--- config.mk ---
export PLATFORM = sky130hd
export DESIGN_NAME = sdinit_seq
export DESIGN_NICKNAME = d
export VERILOG_FILES = /design/src/rtl/sdinit_pkg.sv /design/src/rtl/sdinit_ctrl.sv /design/src/rtl/sdinit_dp.sv /design/src/rtl/sdinit_seq.sv
export SDC_FILE = /design/constraint.sdc
export NUM_CORES = 1
export LEC_CHECK = 0
export BUFFER_PORTS_ARGS = -buffer_cell sky130_fd_sc_hd__buf_2
export CAP_MARGIN = 20
export CORE_MARGIN = 1.5
export CORE_UTILIZATION = 30
export CTS_CLUSTER_SIZE = 24
export DETAILED_ROUTE_END_ITERATION = 10
export GPL_ROUTABILITY_DRIVEN = 0
export SLEW_MARGIN = 20
export SYNTH_ARGS = -nofsm -noshare
export SYNTH_HDL_FRONTEND = slang
export SYNTH_SLANG_ARGS = --single-unit
--- constraint.sdc ---
create_clock -name clk -period 1.8 [get_ports clk]
set_input_delay 0.09 -clock clk [delete_from_list [all_inputs] [get_ports clk]]
set_output_delay 0.09 -clock clk [all_outputs]
set_load 0.02 [all_outputs]
--- src/rtl/sdinit_pkg.sv ---
package sdinit_pkg;

  // {rasN,casN,weN} with csN low
  typedef enum logic [2:0] {
    CMD_MRS = 3'b000,
    CMD_REF = 3'b001,
    CMD_PRE = 3'b010,
    CMD_BST = 3'b110,
    CMD_NOP = 3'b111
  } cmd_e;

  typedef enum logic [1:0] {
    W_PAUSE,
    W_RP,
    W_RFC,
    W_MRD
  } waitSel_e;

  typedef struct packed {
    cmd_e     cmd;
    logic     ckeOn;
    logic     selOn;
    logic     loadWait;
    waitSel_e waitSel;
    logic     loadRef;
    logic     decRef;
    logic     rdy;
  } strobe_t;

endpackage

--- src/rtl/sdinit_ctrl.sv ---
module sdinit_ctrl
  import sdinit_pkg::*;
(
  input  logic    clk,
  input  logic    rstN,
  input  logic    startReq,
  input  logic    dpdReq,
  input  logic    wakeReq,
  input  logic    waitDone,
  input  logic    refLast,
  output strobe_t stb
);

  typedef enum logic [3:0] {
    S_IDLE, S_PAUSE, S_PRE, S_WRP, S_REF, S_WRFC,
    S_MRS, S_WMRD, S_READY, S_DPDE, S_DPD
  } state_e;

  state_e state, stateNxt;

  always_ff @(posedge clk or negedge rstN) begin
    if (!rstN) state <= S_IDLE;
    else       state <= stateNxt;
  end

  always_comb begin
    stateNxt     = state;
    stb.cmd      = CMD_NOP;
    stb.ckeOn    = 1'b1;
    stb.selOn    = 1'b1;
    stb.loadWait = 1'b0;
    stb.waitSel  = W_PAUSE;
    stb.loadRef  = 1'b0;
    stb.decRef   = 1'b0;
    stb.rdy      = 1'b0;
    unique case (state)
      S_IDLE: begin
        stb.ckeOn = 1'b0;
        stb.selOn = 1'b0;
        if (startReq) begin
          stb.loadWait = 1'b1;
          stb.waitSel  = W_PAUSE;
          stateNxt     = S_PAUSE;
        end
      end
      S_PAUSE: if (waitDone) stateNxt = S_PRE;
      S_PRE: begin
        stb.cmd      = CMD_PRE;
        stb.loadWait = 1'b1;
        stb.waitSel  = W_RP;
        stb.loadRef  = 1'b1;
        stateNxt     = S_WRP;
      end
      S_WRP: if (waitDone) stateNxt = S_REF;
      S_REF: begin
        stb.cmd      = CMD_REF;
        stb.loadWait = 1'b1;
        stb.waitSel  = W_RFC;
        stateNxt     = S_WRFC;
      end
      S_WRFC: begin
        if (waitDone) begin
          if (refLast) begin
            stateNxt = S_MRS;
          end else begin
            stb.decRef = 1'b1;
            stateNxt   = S_REF;
          end
        end
      end
      S_MRS: begin
        stb.cmd      = CMD_MRS;
        stb.loadWait = 1'b1;
        stb.waitSel  = W_MRD;
        stateNxt     = S_WMRD;
      end
      S_WMRD: if (waitDone) stateNxt = S_READY;
      S_READY: begin
        stb.rdy = 1'b1;
        if (dpdReq) stateNxt = S_DPDE;
      end
      S_DPDE: begin
        stb.cmd   = CMD_BST;
        stb.ckeOn = 1'b0;
        stateNxt  = S_DPD;
      end
      S_DPD: begin
        stb.ckeOn = 1'b0;
        stb.selOn = 1'b0;
        if (wakeReq) stateNxt = S_PRE;
      end
      default: stateNxt = S_IDLE;
    endcase
  end

endmodule

--- src/rtl/sdinit_dp.sv ---
module sdinit_dp
  import sdinit_pkg::*;
#(
  parameter int PAUSE_CYC = 5,
  parameter int TRP_CYC   = 2,
  parameter int TRFC_CYC  = 3,
  parameter int TMRD_CYC  = 2,
  parameter int REF_CNT   = 2,
  parameter int ADDR_W    = 13,
  parameter int BA_W      = 2,
  parameter int AP_BIT    = 10,
  parameter logic [ADDR_W-1:0] MODE_VAL = 13'h032
) (
  input  logic              clk,
  input  logic              rstN,
  input  strobe_t           stb,
  output logic              waitDone,
  output logic              refLast,
  output logic              cke,
  output logic              csN,
  output logic              rasN,
  output logic              casN,
  output logic              weN,
  output logic [BA_W-1:0]   ba,
  output logic [ADDR_W-1:0] addr,
  output logic              ready
);

  localparam int MAX_A  = (PAUSE_CYC > TRP_CYC) ? PAUSE_CYC : TRP_CYC;
  localparam int MAX_B  = (TRFC_CYC > TMRD_CYC) ? TRFC_CYC : TMRD_CYC;
  localparam int MAX_W  = (MAX_A > MAX_B) ? MAX_A : MAX_B;
  localparam int WAIT_W = (MAX_W < 2) ? 1 : $clog2(MAX_W);
  localparam int REF_W  = (REF_CNT < 2) ? 1 : $clog2(REF_CNT);

  logic [WAIT_W-1:0] waitCnt;
  logic [REF_W-1:0]  refCnt;
  logic [WAIT_W-1:0] loadVal;

  always_comb begin
    unique case (stb.waitSel)
      W_PAUSE: loadVal = WAIT_W'(PAUSE_CYC - 1);
      W_RP:    loadVal = WAIT_W'(TRP_CYC - 1);
      W_RFC:   loadVal = WAIT_W'(TRFC_CYC - 1);
      default: loadVal = WAIT_W'(TMRD_CYC - 1);
    endcase
  end

  always_ff @(posedge clk or negedge rstN) begin
    if (!rstN) begin
      waitCnt <= '0;
    end else if (stb.loadWait) begin
      waitCnt <= loadVal;
    end else if (waitCnt != '0) begin
      waitCnt <= waitCnt - 1'b1;
    end
  end

  always_ff @(posedge clk or negedge rstN) begin
    if (!rstN) begin
      refCnt <= '0;
    end else if (stb.loadRef) begin
      refCnt <= REF_W'(REF_CNT - 1);
    end else if (stb.decRef) begin
      refCnt <= refCnt - 1'b1;
    end
  end

  assign waitDone = (waitCnt == '0);
  assign refLast  = (refCnt == '0);

  logic [ADDR_W-1:0] addrNxt;
  always_comb begin
    unique case (stb.cmd)
      CMD_PRE: addrNxt = ADDR_W'(1) << AP_BIT;
      CMD_MRS: addrNxt = MODE_VAL;
      default: addrNxt = '0;
    endcase
  end

  always_ff @(posedge clk or negedge rstN) begin
    if (!rstN) begin
      cke   <= 1'b0;
      csN   <= 1'b1;
      rasN  <= 1'b1;
      casN  <= 1'b1;
      weN   <= 1'b1;
      ba    <= '0;
      addr  <= '0;
      ready <= 1'b0;
    end else begin
      cke   <= stb.ckeOn;
      csN   <= ~stb.selOn;
      rasN  <= stb.cmd[2];
      casN  <= stb.cmd[1];
      weN   <= stb.cmd[0];
      ba    <= '0;
      addr  <= addrNxt;
      ready <= stb.rdy;
    end
  end

endmodule

--- src/rtl/sdinit_seq.sv ---
module sdinit_seq
  import sdinit_pkg::*;
#(
  parameter int PAUSE_CYC = 5,
  parameter int TRP_CYC   = 2,
  parameter int TRFC_CYC  = 3,
  parameter int TMRD_CYC  = 2,
  parameter int REF_CNT   = 2,
  parameter int ADDR_W    = 13,
  parameter int BA_W      = 2,
  parameter int AP_BIT    = 10,
  parameter logic [ADDR_W-1:0] MODE_VAL = 13'h032
) (
  input  logic              clk,
  input  logic              rstN,
  input  logic              startReq,
  input  logic              dpdReq,
  input  logic              wakeReq,
  output logic              cke,
  output logic              csN,
  output logic              rasN,
  output logic              casN,
  output logic              weN,
  output logic [BA_W-1:0]   ba,
  output logic [ADDR_W-1:0] addr,
  output logic              ready
);

  strobe_t stb;
  logic    waitDone;
  logic    refLast;

  sdinit_ctrl u_ctrl (
    .clk      (clk),
    .rstN     (rstN),
    .startReq (startReq),
    .dpdReq   (dpdReq),
    .wakeReq  (wakeReq),
    .waitDone (waitDone),
    .refLast  (refLast),
    .stb      (stb)
  );

  sdinit_dp #(
    .PAUSE_CYC (PAUSE_CYC),
    .TRP_CYC   (TRP_CYC),
    .TRFC_CYC  (TRFC_CYC),
    .TMRD_CYC  (TMRD_CYC),
    .REF_CNT   (REF_CNT),
    .ADDR_W    (ADDR_W),
    .BA_W      (BA_W),
    .AP_BIT    (AP_BIT),
    .MODE_VAL  (MODE_VAL)
  ) u_dp (
    .clk      (clk),
    .rstN     (rstN),
    .stb      (stb),
    .waitDone (waitDone),
    .refLast  (refLast),
    .cke      (cke),
    .csN      (csN),
    .rasN     (rasN),
    .casN     (casN),
    .weN      (weN),
    .ba       (ba),
    .addr     (addr),
    .ready    (ready)
  );

endmodule

## Word level (Yosys, flattened, before mapping)

Cells that the tools add are included.

| storage, ports and cells | value |
|---|---|
| bits in registers | 25 |
| bits of input ports | 5 |
| output and inout bits | 21 |
| word-level logic and storage cells | 65 |

| cells by class | value |
|---|---|
| $add $sub $neg | 2 |
| eq/ne operators | 19 |
| muxes and demuxes | 24 |
| reductions and logical operators | 10 |

Operators by type and width:

| cell | number |
|---|---|
| $pmux 4 s11 | 1 |
| $mux 4 | 7 |
| $pmux 3 s4 | 2 |
| $pmux 11 s2 | 1 |
| $eq 4x3->1 const B | 4 |
| $eq 4x4->1 const B | 3 |
| $mux 3 | 3 |
| $eq 4x2->1 const B | 2 |
| $mux 1 | 8 |
| $ne 2x1->1 const B | 4 |
| $reduce_and 7->1 | 1 |
| $logic_not 3->1 | 2 |
| $ne 2x2->1 const B | 3 |
| $pmux 3 s2 | 1 |
| $eq 4x1->1 const B | 1 |
| $logic_not 4->1 | 1 |
| $reduce_bool 2->1 | 2 |
| $eq 3x2->1 const B | 1 |
| $reduce_bool 3->1 | 1 |
| $reduce_or 3->1 | 1 |
| $sub 3x1->3 const B | 1 |
| $eq 2x2->1 const B | 1 |
| $logic_not 2->1 | 1 |
| $mux 2 | 1 |
| 2 further kinds | 2 |

## Logic depth before layout (Yosys ltp)

Gate-level depths: netlist of the first run.

| depth | value |
|---|---|
| depth after elaboration | 5 |
| depth in mapped cells | 6 |
| gate-level depth less buffers | 5 |

## Hierarchy

From an unflattened synthesis of the first run, not the netlist that was laid out.

| unflattened totals | value |
|---|---|
| cells, all modules | 94 |
| area, all modules | 927.1 um^2 |

Modules (own cells, without submodules):

| module | instances | cells an instance | area an instance (um^2) | seq. area each (um^2) |
|---|---|---|---|---|
| sdinit_dp | 1 | 50 | 571.8 | 305.3 |
| sdinit_ctrl | 1 | 44 | 355.3 | 100.1 |

## Worst setup path after synthesis of the first run

No wires, ideal clock.

| path | value |
|---|---|
| kind | register to register |
| from | reg u_dp.waitCnt[0] |
| to | reg u_ctrl.state[1] |
| setup time | 128 ps |
| arrival | 1305 ps |
| required time | 1672 ps |
| slack | 368 ps |
| cell stages (with the launch flop) | 7 |
| period minus slack after synthesis | 1432 ps |
| path through | dfrtp_1 -> inv_1 -> ha_1 -> nand2b_4 -> buf_6 -> a32oi_1 -> mux2_1 |

| on the way | value |
|---|---|
| longest elaborated chain between the ends | 3 |

Ends and longest elaborated chain:

| what | RTL line | text |
|---|---|---|
| start, declared | sdinit_dp.sv:35 | `logic [WAIT_W-1:0] waitCnt;` |
| start signal, assigned | sdinit_dp.sv:52 | `waitCnt <= loadVal;` |
| start signal, assigned | sdinit_dp.sv:54 | `waitCnt <= waitCnt - 1'b1;` |
| $logic_not 3->1 * | sdinit_dp.sv:68 | `assign waitDone = (waitCnt == '0);` |
| $ne 2x1->1 (no line) | n/a |  |
| $reduce_and 7->1 (no line) * | n/a |  |
| end signal, assigned | sdinit_ctrl.sv:23 | `else state <= stateNxt;` |
| end, declared | sdinit_ctrl.sv:19 | `state_e state, stateNxt;` |

Every way passes the cells marked *; elsewhere a longest branch is shown, timed or not.
A chain may end at the register's enable or synchronous reset.

## Worst setup path after layout of the first run

Same ends and word-level chain as after synthesis.

==> results of run 1 <==
-- cells in the mapped netlist (3+ instances only) --
cell type  count
buf_4         15
dfrtp_1       12
nor2_1         8
inv_1          5
nand2_1        5
dfstp_2        4
mux2i_1        3
o21ai_0        3
-- kinds of logic (layout without fill, tap and decap cells) --
group,after synthesis,count (layout),share of synthesized area [%]
buffers and inverters,24,25,18.0
other,1,11,0.413
and+or+nand+nor,24,24,13.6
adders and majority gates,2,2,2.75
xor gates and xnor gates,2,2,1.93
DFF,16,16,44.6
AOI/OAI and AO/OA,18,18,14.1
muxes,4,4,4.55
-- registers in the layout, indices dropped and copies added, names as in the netlist --
| name | cells |
|---|---|
| u_dp.refCnt | 1 |
| u_dp.casN | 1 |
| u_dp.rasN | 1 |
| u_dp.csN | 1 |
| u_dp.waitCnt | 3 |
| u_ctrl.state | 4 |
| u_dp.ready | 1 |
| u_dp.addr | 2 |
| u_dp.weN | 1 |
| u_dp.cke | 1 |
-- power groups by stage --
| stage | combinational, uW | clock, uW | sequential (uW) |
|---|---|---|---|
| 5_1_grt | 887 | 260 | 711 |
| 3_3_place_gp | 782 | 0 | 683 |
| 2_1_floorplan | 716 | 0 | 678 |
| 3_5_place_dp | 795 | 0 | 691 |
| 6_report | 791 | 237 | 680 |
| 4_1_cts | 800 | 246 | 681 |
-- layer usage --
layer / wire [um] / vias to the layer above / share of wire [%] / global-route usage (%)
met3: 86 / 2 / 5.8 / 2.90
met4: 11 / 0 / 0.74 / 5.98
met2: 703 / 21 / 47 / 15.4
li1: - / 303 / - / -
met1: 687 / 286 / 46 / 12.1
met5: 0 / - / 0 / 0
-- what timing repair did --
item                                    in CTS  in global routing
endpoints found under the setup margin       0                  0
hold endpoints to repair                    16                  0
hold buffers                                 1                  0
-- critical path, cell delays in order, from the launching register on --
cell,delay [ps]
dfrtp_1,400
inv_1,90
ha_1,230
nand2b_4,110
a32oi_1,180
mux2_1,340
-- layout make-up --
cell class,instances,area (um2),share of cell area (%)
repair buffers,16,87.6,9.09
well taps,31,38.8,4.03
inverters,5,18.8,1.95
clock buffers,4,36.3,3.77
flip-flops and latches,16,405,42.1
multi-input cells,61,377,39.1
-- through the flow --
stage / cell area [um2] / setup slack, ps / std cells / hold WS [ps]
4_1_cts: 963 / 330 / 133 / 64.1
2_1_floorplan: 946 / 368 / 101 / -206
3_5_place_dp: 917 / 342 / 128 / 20.8
5_1_grt: 963 / 233 / 133 / 82.4
3_3_place_gp: 917 / 403 / 128 / 21.0
6_report: 963 / 343 / 133 / 76.8
-- final timing paths --
check	depth (start not counted)	slack [ps]	startpoint	end
max	5	340	u_dp.waitCnt[0]	u_ctrl.state[1]
min	3	80	startReq	u_dp.waitCnt[2]
max reg2reg	5	340	u_dp.waitCnt[0]	u_ctrl.state[1]
min reg2reg	2	560	u_dp.refCnt	u_dp.refCnt
max in group asynchronous	2	1260	rstN	u_dp.csN
min in group asynchronous	2	240	rstN	u_dp.waitCnt[2]
==> metrics.txt, run 1 <==
endpoints failing hold 0; Power, Total approximately 1700 uW; Max Cap Viol 0; most common library cell in the layout ignoring fill and taps buf_2; effective utilization at floorplan 32.4%; detailed-route wire length per cell around 11 um; io pins 26; DPL Wire Length about 1100 um; Iter 0 DRT Violations 16; RSZ-0062 raised after global routing no; total DRC errors in the routed layout 0; Setup Total Neg Slack 0 ps; Crit Path Class reg2reg; Post-synth top flop dfrtp_1; Final Routed Wirelength approximately 1500 um; clock edge transition at the registers on the reported setup and hold paths ~100 ps; final net count 110; die height roughly 58 um; number of clock sinks seen by CTS 16; utilization of the core after routing ~34%; Area growth, synth to finish 6.06%; internal power between 900 and 1000 uW; filler instances 295; number of synthesized register bits 16; net switching share of the total power between 40% and 50%; instance count of the mapped netlist 91; hold crit path type in2reg; leading cell types in the layout, fill and taps excluded 14 x buf_2, 12 x dfrtp_1, 11 x conb_1; largest driver fanout on the critical path 8; count of TritonRoute iterations in the first routing pass 6; Reg power frac 39.8%; number of warning messages in the yosys log 0; element type at the critical path start flip-flop; fraction of power consumed by the clock network 13.9%; final critical path time including I/O delays and setup approximately 1500 ps; share of the cycle needed by the critical path after routing around four fifths; IO Port Bufs 14; power density over the cells between 1500 and 2000 nW/um2; initial antenna violation count 0; CP Data Required Time 1970 ps; Post-Route Skew roughly 4.2 ps; clock tree from TritonCTS built; post-synthesis average cell area roughly 10 um2; net switching power figure slightly above 700 uW; endpoints failing setup 0; number of cell rows 19; total global routing overflow 0; CTS buffer count 3; full die area about 3400 um2; Synth area leader dfrtp_1; Via density approximately 4.6; static leakage power about 0.00046 uW; largest net degree at the start of global routing 17; synth unique cells 36; post-synth top area share 33.1%; VDD IR-drop max 0.000350 V; Horiz. Die Dim between 50 and 60 um; status finished clean; vias in the first global route 562; total routing usage reported by global routing 9.90%; first-pass GRT wire length 2480 um; number of inserted diodes 0; core area 2810 um2; fraction of synthesis flops using an asynchronous set or reset pin 100%; Post-Synthesis Cell Area slightly above 900 um2; # H-tree levels 1; number of enable flip-flop cells after synthesis 0; Slew Limit Fails 0; buffer type at the clock tree root clkbuf_4; maximum clock rate ~0.69 GHz; fraction of layout instances using a drive strength above 1 between 20% and 30%; Critical Path AT 1630 ps; total setup buffers inserted after CTS 0; maximum clock path buffer count 2; number of instances resized during post-cts repair 0; via count of the routed design 612; Area contributors post-synth dfrtp_1 33%, buf_4 12%, dfstp_2 12%; worst-skew pair later-pin latency roughly 280 ps; sequential element share of the synthesized area about 45%; category of the worst setup path capture point flip-flop; combinational power share about 46%; antenna viol nets, final 0
(Power assumes the default switching activity.)
==> run 2: changes to the inputs <==
clock period = 1.51 ns   (was 1.8 ns; I/O delays follow)
==> run 2 against run 1 <==
  * Register-to-register slack worse by 280 ps
  * Die area unchanged
  * Count of clock-buffer cells in the layout did not move
  * Critical endpoint unchanged
  * Largest cell class unchanged
==> metrics.txt, run 2 (synthesized netlist as in run 1, its figures left out) <==
Final Routed Wirelength 1670 um; count of TritonRoute iterations in the first routing pass 6; total setup buffers inserted after CTS 0; effective utilization at floorplan ~32%; first-pass GRT wire length approximately 2500 um; fraction of layout instances using a drive strength above 1 29.5%; min-delay src startReq; start of the worst register-to-register path u_dp.waitCnt[0]; share of the cycle needed by the critical path after routing just under 100%; io pins 26; IO Port Bufs 14; final net count about 110; via count of the routed design 656; category of the worst setup path capture point flip-flop; internal power about 1200 uW; detailed-route wire length per cell 12.3 um; Iter 0 DRT Violations 20; clock tree from TritonCTS built; full die area between 3000 and 4000 um2; Crit Path Class reg2reg; CTS buffer count 3; power density over the cells about 2100 nW/um2; Post-Route Skew around 4.2 ps; total global routing overflow 0; endpoints failing setup 0; worst-skew pair later-pin latency roughly 280 ps; Reg power frac a little over a third; number of clock sinks seen by CTS 16; core area about 2800 um2; CP Data Required Time 1680 ps; Power, Total between 2000 and 2500 uW; net switching power figure 891 uW; leading cell types in the layout, fill and taps excluded 14 x buf_2, 12 x dfrtp_1, 11 x conb_1; total routing usage reported by global routing roughly 10%; largest incremental delay on the critical path roughly 400 ps; vias in the first global route a little under 600; series of cell instances along the critical path inv_1 > ha_2 > nand2b_4 > a32oi_2 > mux2_1; maximum clock path buffer count 2; antenna viol nets, final 0; net switching share of the total power between 40% and 50%; initial antenna violation count 0; top cell family by delay on the critical path flip-flops; Setup WS post-layout around 60 ps; Slew Limit Fails 0; Via density approximately 4.8; Setup Total Neg Slack 0 ps; total DRC errors in the routed layout 0; DPL Wire Length between 1000 and 1500 um; number of cell rows 19; status finished clean; VDD IR-drop max 0.000422 V; CP startpoint u_dp.waitCnt[0]; Area growth, synth to finish 9.64%; Horiz. Die Dim a little under 60 um; largest register by flop count u_ctrl.state; largest net degree at the start of global routing 17; maximum clock rate between 0.6 and 0.7 GHz; Post-Place Worst Slack ~50 ps; fraction of power consumed by the clock network 13.5%; cell with the biggest individual delay on the critical path dfrtp_1; Critical Path AT ~1600 ps; largest driver fanout on the critical path 8; max reg flops 4; Max Cap Viol 0; endpoints failing hold 0; hold crit path type in2reg; Min Hold Slack 55.7 ps; element type at the critical path start flip-flop; number of inserted diodes 0; Hold EP u_dp.waitCnt[2]; setup slack, reg-to-reg roughly 60 ps; combinational power share 51.5%; # H-tree levels 1; static leakage power between 0.0004 and 0.0005 uW; die height ~58 um; critical register-to-register path endpoint u_ctrl.state[1]; hold-critical path depth 3; utilization of the core after routing between 30% and 40%; buffer type at the clock tree root clkbuf_4; final critical path time including I/O delays and setup 1450 ps; clock edge transition at the registers on the reported setup and hold paths approximately 100 ps; crit path buf inv count 1; most common library cell in the layout ignoring fill and taps buf_2; worst reg2reg path depth 5; largest registers in the final layout u_ctrl.state: 4 flops, u_dp.waitCnt: 3 flops, u_dp.addr: 2 flops
## run 2: changes by cell type in the layout (fill, tap and decap cells not counted)
cell and delta:
buf_4 +3, a32oi_1 -1, a32oi_2 +1, ha_1 -1
ha_2 +1
## run 2: power groups by stage
stage          logic (uW)  clock network [uW]  registers [uW]
2_1_floorplan         853                   0             808
3_5_place_dp         1080                   0             756
3_3_place_gp         1050                   0             747
6_report             1100                 288             747
4_1_cts              1080                 298             745
5_1_grt              1220                 317             768
## run 2: metal layers
| metal | wire length (um) | vias to the layer above | GRT usage [%] |
|---|---|---|---|
| met5 | 0 | - | 0 |
| met4 | 11 | 0 | 4.98 |
| met3 | 101 | 2 | 2.90 |
| met2 | 847 | 24 | 16.2 |
| met1 | 706 | 321 | 12.2 |
| li1 | - | 309 | - |
## run 2: timing repair
item                       4_1_cts  5_1_grt
setup endpoints to repair        0        1
gates resized for setup          0        2
hold buffers                     1        0
hold endpoints to repair        16        0
## run 2: worst max path at each step
stage / end / slack [ps] / cells after the start
global route: u_ctrl.state[1] / -20 / 5
global placement: u_ctrl.state[1] / 110 / 5
floorplan: u_ctrl.state[1] / 80 / 6
CTS: u_ctrl.state[1] / 30 / 5
detailed placement: u_ctrl.state[1] / 50 / 5
finish: u_ctrl.state[1] / 60 / 5
## run 2: per-stage QoR
step                instance area [um2]  std cells
floorplan                           946        101
global placement                    940        131
detailed placement                  940        131
CTS                                 986        136
global route                        996        136
finish                              996        136
## run 2: layout make-up
cell class	count	area, um2
fillers	297	1810
flip-flops and latches	16	405
multi-input cells	61	387
repair buffers	19	110
well taps	31	38.8
clock buffers	4	36.3
inverters	5	18.8
## run 2: worst min-delay path, stage by stage
cell	delay [ps]
buf_2	130
nand2_1	60
a21boi_1	50
==> run 3: changes to the inputs <==
ABC_AREA = 1   (was unset)
==> run 3 against run 2 <==
  * Synthesized cell count is 24% higher
  * Clock power is 19% lower
  * Count of clock-buffer cells in the layout stayed put
  * Non-clock buffer count is 4 lower
  * Global-route usage hardly changed
  * Wire length is 6.6% lower
  * Design area is 2.0% higher
  * Total power is 3.7% higher
  * Critical path type unchanged
  * Sequential cell count stayed put
  * Register-to-register slack better by 80 ps
==> metrics.txt, run 3 <==
Area contributors post-synth dfrtp_1 32%, dfstp_2 11%, buf_4 11%; maximum clock path buffer count 2; endpoints failing hold 0; count of placed standard cells including taps roughly 160; maximum clock rate 0.730 GHz; number of synthesized register bits 16; first-pass GRT wire length about 2500 um; Post-synth top flop dfrtp_1; number of cell rows 20; detailed route wirelength on metal3 between 80 and 90 um; post-synthesis average cell area 8.22 um2; portion of netlist area occupied by mux cells 0%; leading cell types in the layout, fill and taps excluded 24 x nand2_1, 16 x inv_1, 14 x buf_2; effective utilization at floorplan between 30% and 40%; Setup Total Neg Slack 0 ps; number of enable flip-flop cells after synthesis 0; largest register by flop count u_ctrl.state; total routing usage reported by global routing between 10% and 20%; total global routing overflow 0; total DRC errors in the routed layout 0; clock edge transition at the registers on the reported setup and hold paths 90 ps; CTS buffer count 3; synth unique cells 22; number of inserted diodes 0; category of the worst setup path capture point flip-flop; status finished clean; largest driver fanout on the critical path 6; Max Cap Viol 0; Via density approximately 4.4; full die area about 3400 um2; number of clock sinks seen by CTS 16; initial antenna violation count 0; Crit Path Class reg2reg; # H-tree levels 1; share of the cycle needed by the critical path after routing between 90% and 100%; most used standard cells in the synthesized netlist 24 x nand2_1, 16 x inv_1, 13 x buf_4; number of instances resized during post-cts repair 0; core area about 3000 um2; CP Data Required Time between 1500 and 2000 ps; RSZ-0062 raised after global routing no; max reg flops 4; fraction of synthesis flops using an asynchronous set or reset pin 100%; count of TritonRoute iterations in the first routing pass 4; Post-Synthesis Cell Area 928 um2; power density over the cells around 2200 nW/um2; post-synth top area share 32.3%; static leakage power about 0.00057 uW; vias in the first global route between 600 and 700; Synth Area in Compound Gates roughly 6.5%; Critical Path AT 1590 ps; dominant cell by count in the synthesized netlist nand2_1; simple-gate area share of the yosys netlist between 20% and 30%; met1 WL about 670 um; antenna viol nets, final 0; Iter 0 DRT Violations 10; DPL Wire Length 1210 um; largest registers in the final layout u_ctrl.state: 4 flops, u_dp.waitCnt: 3 flops, u_dp.addr: 2 flops; die height a little under 60 um; hold crit path type in2reg; detailed-route wire length per cell between 9 and 10 um; buffer type at the clock tree root clkbuf_4; Post-Route Skew roughly 6.7 ps; VDD IR-drop max approximately 0.00040 V; Synth area leader dfrtp_1; dominant combinational cell family by area after synthesis simple AND/OR/NAND/NOR gates; Finished Layout Cells ~160; via count of the routed design 706; most common library cell in the layout ignoring fill and taps nand2_1; Routed met2 length 751 um; Top Metal Used met4; io pins 26; final critical path time including I/O delays and setup about 1400 ps; Slew Limit Fails 0; largest net degree at the start of global routing 17; Area growth, synth to finish 9.43%; worst-skew pair later-pin latency about 290 ps; endpoints failing setup 0; utilization of the core after routing between 30% and 40%; xor and xnor fraction of the mapped netlist area between 1.5 and 2%; final net count 137; fraction of layout instances using a drive strength above 1 between 30% and 40%; IO Port Bufs 14; element type at the critical path start flip-flop; Final Routed Wirelength 1560 um; adder-cell share of the synthesized area between 2 and 3%; clock tree from TritonCTS built; Horiz. Die Dim roughly 60 um; instance count of the mapped netlist about 110; number of warning messages in the yosys log 0; sequential element share of the synthesized area approximately 44%
run 3: cell count changes after synthesis, moves of 3 or more:
cell     before  now
nor2_1        8    5
nor2_2        1    6
nand2_1       5   24
nand2_2       0    3
mux2i_1       3    0
nand3_2       0    3
inv_2         0    4
inv_1         5   16
run 3: worst max-delay path: stages, from the launching register on:
cell and delay (ps):
dfrtp_1 360, inv_1 100, ha_1 160, nand2_1 150, nand3_1 170, nand3_2 110
nor2_4 120, nand2_1 70, nand2_1 60
run 3: cell type report:
type | instances | area [um2]
Inverter | 20 | 75.1
Timing Repair Buffer | 15 | 80.1
Tap cell | 33 | 41.3
Sequential cell | 16 | 405
Clock buffer | 4 | 26.3
Multi-Input combinational cell | 74 | 388
Fill cell | 316 | 1990
run 3: logic make-up after synthesis:
family,Yosys count
compound gates,11
buf+inv,33
other cells,1
simple gates,48
xor+xnor,2
flops,16
fa+ha+maj,2
run 3: final timing paths:
kind	from	end	slack [ps]	cells after the start
min in group asynchronous	rstN	u_dp.cke	210	2
min	wakeReq	u_ctrl.state[3]	160	6
max in group asynchronous	rstN	u_dp.weN	990	2
max	u_dp.waitCnt[0]	u_ctrl.state[0]	140	8
min reg2reg	u_dp.refCnt	u_dp.refCnt	560	2
max reg2reg	u_dp.waitCnt[0]	u_ctrl.state[0]	140	8
run 3: routing by layer:
metal  GRT usage, %  vias to the layer above
met5              0                        -
met4           7.47                        0
met3           2.86                        6
met2           16.5                       30
met1           11.0                      317
li1               -                      353
run 3: what timing repair did:
item | 4_1_cts | 5_1_grt
buffers inserted | 0 | 0
hold buffers | 1 | 0
hold endpoints to repair | 16 | 0
run 3: stage by stage:
step | power, uW | hold slack, ps | setup WS (ps) | cell area, um2
2_1_floorplan | 1750 | -220 | 308 | 966
3_3_place_gp | 1940 | 2.50 | 219 | 980
3_5_place_dp | 1980 | 5.63 | 158 | 980
4_1_cts | 2230 | 163 | 136 | 1020
5_1_grt | 2420 | 203 | 28.4 | 1020
6_report | 2210 | 164 | 141 | 1020
run 3: report_power, final:
group / total [uW] / internal [uW] / leakage, uW / switching (uW)
logic: 1210 / 411 / 0.000365 / 803
registers: 765 / 632 / 0.000190 / 132
clock network: 234 / 103 / 0.0000150 / 131
total: 2210 / 1150 / 0.000570 / 1070
